==> src/rtl/lrsc_monitor.sv <==
module lrsc_monitor #(
  parameter int ADDR_W   = 32,
  parameter int WORD_LSB = 2
) (
  input  logic              clk,
  input  logic              rst_n,
  input  logic              cpu_req,
  input  logic [1:0]        cpu_op,
  input  logic [ADDR_W-1:0] cpu_addr,
  input  logic              snp_a_wr,
  input  logic [ADDR_W-1:0] snp_a_addr,
  input  logic              snp_b_wr,
  input  logic [ADDR_W-1:0] snp_b_addr,
  output logic              sc_wr_en,
  output logic              sc_done,
  output logic              sc_pass
);
  localparam int TAG_W = ADDR_W - WORD_LSB;
  localparam logic [1:0] OP_LR = 2'b10;
  localparam logic [1:0] OP_SC = 2'b11;

  logic             resv_valid;
  logic [TAG_W-1:0] resv_tag;

  wire [TAG_W-1:0] cpu_tag   = TAG_W'(cpu_addr >> WORD_LSB);
  wire [TAG_W-1:0] snp_a_tag = TAG_W'(snp_a_addr >> WORD_LSB);
  wire [TAG_W-1:0] snp_b_tag = TAG_W'(snp_b_addr >> WORD_LSB);

  wire is_lr     = cpu_req && (cpu_op == OP_LR);
  wire is_sc     = cpu_req && (cpu_op == OP_SC);
  wire snoop_hit = resv_valid &&
                   ((snp_a_wr && (snp_a_tag == resv_tag)) ||
                    (snp_b_wr && (snp_b_tag == resv_tag)));

  assign sc_wr_en = is_sc && resv_valid && (cpu_tag == resv_tag) && !snoop_hit;

  always_ff @(posedge clk) begin
    if (!rst_n) begin
      resv_valid <= 1'b0;
      sc_done    <= 1'b0;
      sc_pass    <= 1'b0;
    end else begin
      sc_done <= is_sc;
      sc_pass <= sc_wr_en;
      if (is_lr)
        resv_valid <= 1'b1;
      else if (is_sc || snoop_hit)
        resv_valid <= 1'b0;
    end
  end

  always_ff @(posedge clk) begin
    if (is_lr) resv_tag <= cpu_tag;
  end
endmodule

==> config.mk <==
export PLATFORM = sky130hd
export DESIGN_NAME = lrsc_monitor
export DESIGN_NICKNAME = d
export VERILOG_FILES = /design/src/rtl/lrsc_monitor.sv
export SDC_FILE = /design/constraint.sdc
export NUM_CORES = 1
export LEC_CHECK = 0
export ABC_AREA = 1
export BUFFER_PORTS_ARGS = -buffer_cell sky130_fd_sc_hd__buf_2
export CAP_MARGIN = 20
export CORE_MARGIN = 2
export CORE_UTILIZATION = 44
export DETAILED_ROUTE_END_ITERATION = 10
export PLACE_DENSITY = 0.77
export SETUP_SLACK_MARGIN = 0.4
export SYNTH_ARGS = -nofsm -noshare
export SYNTH_HDL_FRONTEND = slang
export SYNTH_SLANG_ARGS = --single-unit
==> constraint.sdc <==
create_clock -name clk -period 2 [get_ports clk]
set_input_delay 0.3 -clock clk [delete_from_list [all_inputs] [get_ports clk]]
set_output_delay 0.3 -clock clk [all_outputs]
set_load 0.01 [all_outputs]
==> results of run 1 <==
cells by family after synthesis:
family / count (synthesis) / synth area share [%]
simple gates: 216 / 34.0
flops: 33 / 38.0
buf+inv: 90 / 13.4
xor+xnor: 28 / 9.70
compound gates: 23 / 4.95
layer usage:
metal	part of all wire [%]	up-vias	global-route usage, %
met5	0	-	0
met4	0.82	0	4.75
met3	8.6	8	4.07
met2	48	112	39.5
met1	43	1151	29.8
li1	-	1394	-
power breakdown:
group | internal, W | leakage [nW] | total (W) | switching [W]
registers | 0.000788 | 0.300 | 0.000821 | 0.0000326
logic | 0.000182 | 1.45 | 0.000391 | 0.000209
clock network | 0.000241 | 0.0450 | 0.000494 | 0.000252
total | 0.00121 | 1.80 | 0.00171 | 0.000494
worst min-delay path by stage:
stage,startpoint,to,cells after the start
3_3_place_gp,cpu_addr[19],resv_tag[17]$_DFFE_PP_,1
6_report,cpu_addr[19],resv_tag[17]$_DFFE_PP_,1
5_1_grt,cpu_addr[19],resv_tag[17]$_DFFE_PP_,1
4_1_cts,cpu_addr[18],resv_tag[16]$_DFFE_PP_,1
3_5_place_dp,cpu_addr[19],resv_tag[17]$_DFFE_PP_,1
2_1_floorplan,cpu_addr[2],resv_tag[0]$_DFFE_PP_,0
synthesized netlist by cell type:
cell type,count,area (um2)
o21ai_1,6,30.0
nand3_1,5,25.0
and2_1,1,6.26
nor2_1,37,139
nor2_2,3,18.8
inv_2,16,60.1
o21ai_0,7,35.0
xnor2_1,25,219
inv_1,70,263
nand4_1,8,50.1
nand2_1,159,597
xor2_1,3,26.3
o211ai_1,1,7.51
or2_0,2,12.5
nor3_2,1,10.0
dfxtp_1,3,60.1
o22ai_1,6,37.5
a21oi_1,3,15.0
edfxtp_1,30,901
clkinv_1,4,15.0
per-stage QoR:
step	worst slack, ns	utilization, %	cells
global placement	0.270	56.5	563
global route	-0.131	59.4	576
detailed placement	0.225	56.5	563
floorplan	0.432	-	390
CTS	-0.00630	58.8	574
finish	-0.00253	59.4	576
flip-flops by register name, indices dropped and copies added, names as in the netlist:
name,flops
resv_valid,1
sc_pass,1
sc_done,1
resv_tag,30
cell type report:
| cell class | count | area, um2 |
|---|---|---|
| Sequential cell | 33 | 961 |
| Tap cell | 72 | 90.1 |
| Clock inverter | 2 | 10.0 |
| Clock buffer | 6 | 72.6 |
| Multi-Input combinational cell | 267 | 1260 |
| Fill cell | 552 | 2250 |
| Timing Repair Buffer | 106 | 556 |
| Inverter | 90 | 338 |
what timing repair did:
item / in CTS / in global routing
buffers inserted: 3 / 2
pin swaps: 5 / 15
endpoints found under the setup margin: 1 / 2
gates resized for setup: 5 / 5
==> summary.md, run 1 <==
| Metric | Value |
|---|---|
| Row Count | `27` |
| Leakage | `1.80 nW` |
| Vias in the first global route | `2467` |
| Fin crit share | `100%` |
| Max-slew headroom | `70.8%` |
| Hold_buf cts | `0` |
| Synthesized Nets | `493` |
| Worst setup EP type | `primary output` |
| Die ar. | `0.00637 mm2` |
| Crit-path max cell delay | `0.47 ns` |
| Hold_ws | `0.205 ns` |
| RR Startpoint | `resv_tag[20]$_DFFE_PP_` |
| Fmax | `499 MHz` |
| Setup Total Neg Slack | `-0.00253 ns` |
| Detailed Route WL | `7040 um` |
| Cell area after synthesis | `0.00253 mm2` |
| CTS sink count | `33` |
| Die Y | `79.8 um` |
| Crit-path leading delay family | `simple AND/OR/NAND/NOR gates` |
| Via density | `4.63` |
| Reg-to-reg slack, setup | `0.45 ns` |
| Worst r2r path cells | `8` |
| First-pass GRT wire length | `11000 um` |
| Failing checks | `negative setup slack` |
| Final setup fails | `1` |
| Final min period | `2.00 ns` |
| Dpl hpwl | `5850 um` |
| First DRT Iteration DRCs | `111` |
| Initial antenna violation count | `0` |
| Chip width | `79.8 um` |
| Final #Nets | `606` |
| Crit path buf inv count | `1` |
| CTS root buf | `clkbuf_8` |
| Worst setup SP type | `flip-flop` |
| Port bufs | `99` |
| CP Capture Point | `sc_wr_en` |
| Via count | `2665` |
| Pwr Total | `0.00171 W` |
| Critical path origin | `resv_tag[12]$_DFFE_PP_` |
| Worst Clk Skew | `0.00628 ns` |
| Share of cells above drive strength 1 | `28.0%` |
| Clock transition at path regs | `0.07 ns` |
| RSZ-0062 raised after global routing | `yes` |
| # IOs | `106` |
| Syn Inst Count | `390` |
| Post-Place Cell Area | `0.00313 mm2` |
| Critical path's slowest cell | `edfxtp_1` |
| Num CTS Buffers | `5` |
| Core Box Area | `0.00554 mm2` |
| Fin area | `0.00329 mm2` |
| CP required | `1.70 ns` |
| Clock Path Buffers | `2` |
| RR Endpoint | `sc_pass$_SDFF_PN0_` |
| Flops & latches, synth | `33` |
| Total grt overflow | `0` |
| Layout Area Growth over Synthesis | `30.1%` |
| DRT antenna net count | `0` |
| H-tree depth | `2` |
| Most frequent cells in the layout | `158 x nand2_1, 99 x buf_2, 69 x inv_1, 35 x nor2_1, 30 x edfxtp_1` |
| Largest net degree at the start of global routing | `32` |
| CTS tree | `yes` |
| Worst hold path type | `in -> reg` |
| PnR worst setup slack | `-0.00253 ns` |
| Post-synthesis cell type count | `20` |
| Max VDD drop | `416 uV` |
| Critical path depth | `9` |
| Final Hold Viols | `0` |
| Syn Area/Cell | `6.48 um2` |
| Ant diodes | `0` |
| Clock Latency Late Sink | `0.29 ns` |
| Drt pass-1 iters | `5` |
| Worst path cell trace | `xnor2_1 > nand2_1 > nor2_1 > nand2_1 > nor2_1 > nand2_1 > nand2_2 > nor2_1 > buf_2` |
| Drt wl/cell | `12.2 um` |
| Initial core utilization | `45.6%` |
| Crit path max fanout | `3` |
| Setup CP Type | `reg -> out` |
| Power density cells | `518 mW/mm2` |
| GPL Wtd Cong | `0.833` |
| Max-cap violations | `0` |
| Worst-Margin Slew | `0.439 ns` |
| Status | `complete, but fails checks` |
| Synth Warn # | `0` |
| Fin. max-slew vios | `0` |
| Commonest non-fill, non-tap cell in the layout | `nand2_1` |
| GR Util All Layers | `22.8%` |
| CP arrival | `1.70 ns` |
| Drt drc | `0` |
| Register area share after synthesis | `38.0%` |
No activity file was read; power rests on OpenSTA's default activity.
==> inputs of run 2 (changes only) <==
RECOVER_POWER = 100   (was default)
==> run 2 against run 1 <==
The run still ends with negative setup slack left. Via count is 0.26% lower. Highest routed layer unchanged. Count of clock-buffer cells in the layout is the same. Hold slack improved by 0.0022 ns. First-iteration DRC count is 16% higher. Total power decreased by 0.49%. Sequential cell count unchanged. Final cell count unchanged. Sequential share of layout area increased by 0.44 points. Routed wire length is 0.20% higher. Cell area decreased by 1.5%. Utilization fell by 0.88 points.
==> summary.md, run 2 (same netlist as run 1, synthesis figures left out) <==
| Metric | Value |
|---|---|
| Drt pass-1 iters | `5` |
| Final core occ | `58.5%` |
| Fmax | `499 MHz` |
| Clock share of power | `29.2%` |
| Detailed Route WL | `7060 um` |
| Drt wl/cell | `12.3 um` |
| Dpl hpwl | `5850 um` |
| Commonest non-fill, non-tap cell in the layout | `nand2_1` |
| Worst-Margin Slew | `0.842 ns` |
| # IOs | `106` |
| Drt drc | `0` |
| Fin crit share | `100%` |
| Clock Latency Late Sink | `0.28 ns` |
| Most flop-heavy register | `resv_tag` |
| Die ar. | `0.00637 mm2` |
| Worst path most repeated cell | `nor2_1` |
| CP required | `1.70 ns` |
| Setup CP Type | `reg -> out` |
| GR Util All Layers | `22.8%` |
| Layout Area Growth over Synthesis | `28.2%` |
| First-pass GRT wire length | `11000 um` |
| Clock Path Buffers | `2` |
| Max-slew headroom | `43.9%` |
| Worst hold path type | `in -> reg` |
| CTS tree | `yes` |
| Max VDD drop | `423 uV` |
| Crit-path leading delay family | `simple AND/OR/NAND/NOR gates` |
| Worst setup EP type | `primary output` |
| Crit path max fanout | `2` |
| Ant diodes | `0` |
| Num CTS Buffers | `5` |
| Chip width | `79.8 um` |
| Core Box Area | `0.00554 mm2` |
| Power Internal | `0.00120 W` |
| CP arrival | `1.70 ns` |
| CTS sink count | `33` |
| Status | `complete, but fails checks` |
| Sw power | `0.000496 W` |
| Total grt overflow | `0` |
| Post-Place Setup Slack | `0.225 ns` |
| Port bufs | `99` |
| Seq pwr share | `48.4%` |
| Final setup fails | `1` |
| Final Hold Viols | `0` |
| Initial core utilization | `45.6%` |
| H-tree depth | `2` |
| Row Count | `27` |
| Max reg flops | `30` |
| Placed insts | `563` |
| Vias in the first global route | `2467` |
| Setup Total Neg Slack | `-0.00278 ns` |
| Initial antenna violation count | `0` |
| Share of cells above drive strength 1 | `21.6%` |
| PnR worst setup slack | `-0.00278 ns` |
| Largest net degree at the start of global routing | `32` |
| FILL cells | `572` |
| CTS root buf | `clkbuf_8` |
| Final min period | `2.00 ns` |
| Crit path buf inv count | `2` |
| DRT antenna net count | `0` |
| Multi-input logic area | `0.00126 mm2` |
| Max-cap violations | `0` |
| Via count | `2658` |
| Clock transition at path regs | `0.07 ns` |
| Power density cells | `524 mW/mm2` |
| Failing checks | `negative setup slack` |
| First DRT Iteration DRCs | `129` |
| Final #Nets | `606` |
| Sequential cell area | `961 um2` |
| GPL Wtd Cong | `0.833` |
| Non-Filler Instances | `576` |
| Via density | `4.61` |
| Combinational power share | `22.5%` |
| Die Y | `79.8 um` |
| Leakage | `1.70 nW` |
| Fin. max-slew vios | `0` |
| Crit-path max cell delay | `0.43 ns` |
| Pwr Total | `0.00170 W` |
| Worst Clk Skew | `0.00673 ns` |
| RSZ-0062 raised after global routing | `yes` |
| Worst path cell trace | `clkbuf_1 > xor2_1 > nor2_1 > nand2_1 > nor2_1 > nand2_1 > nand2_2 > nor2_1 > buf_2` |
| Worst setup SP type | `flip-flop` |
| Critical path's slowest cell | `edfxtp_1` |
| Switching Fraction | `29.2%` |
| Most frequent cells in the layout | `158 x nand2_1, 69 x inv_1, 68 x buf_2, 35 x nor2_1, 33 x clkbuf_1` |
-- run 2: cell type report --
class / count / area share (%)
sequential: 33 / 29.7
inverter: 90 / 10.4
clock inverter: 2 / 0.309
timing repair buffer: 106 / 15.6
tap: 72 / 2.78
clock buffer: 6 / 2.24
multi-input combinational: 267 / 39.0
-- run 2: final timing paths --
check                                from  slack, ns  cells after the start                 endpoint
setup / recovery   resv_tag[20]$_DFFE_PP_     -0.003                      9                 sc_wr_en
hold / removal               cpu_addr[19]       0.21                      1   resv_tag[17]$_DFFE_PP_
setup reg to reg   resv_tag[20]$_DFFE_PP_       0.42                      8       sc_pass$_SDFF_PN0_
hold reg to reg   resv_valid$_SDFFE_PN0P_       0.66                      3  resv_valid$_SDFFE_PN0P_
-- run 2: what timing repair did --
action | CTS | global route
endpoints found under the setup margin | 1 | 2
pin swaps | 5 | 15
buffers inserted | 3 | 2
cloned | 0 | 0
hold buffers | 0 | 0
gates resized for setup | 5 | 5
-- run 2: metal layers --
| metal | part of all wire [%] | global-route usage [%] |
|---|---|---|
| met4 | 0.47 | 4.75 |
| met2 | 48 | 39.5 |
| met1 | 44 | 29.8 |
| met3 | 7.9 | 4.07 |
| met5 | 0 | 0 |
-- run 2: per-stage QoR --
step / hold slack, ns / area (um2)
2_1_floorplan: 0.399 / 2530
3_3_place_gp: 0.494 / 3130
3_5_place_dp: 0.494 / 3130
4_1_cts: 0.204 / 3260
5_1_grt: 0.193 / 3240
6_report: 0.207 / 3240
-- run 2: power groups by stage --
stage,Combinational (W),Clock [W],Sequential [W]
CTS,0.000388,0.000504,0.000820
detailed placement,0.000378,0,0.000836
global route,0.000429,0.000535,0.000825
finish,0.000381,0.000495,0.000821
global placement,0.000371,0,0.000834
floorplan,0.000204,0,0.000829
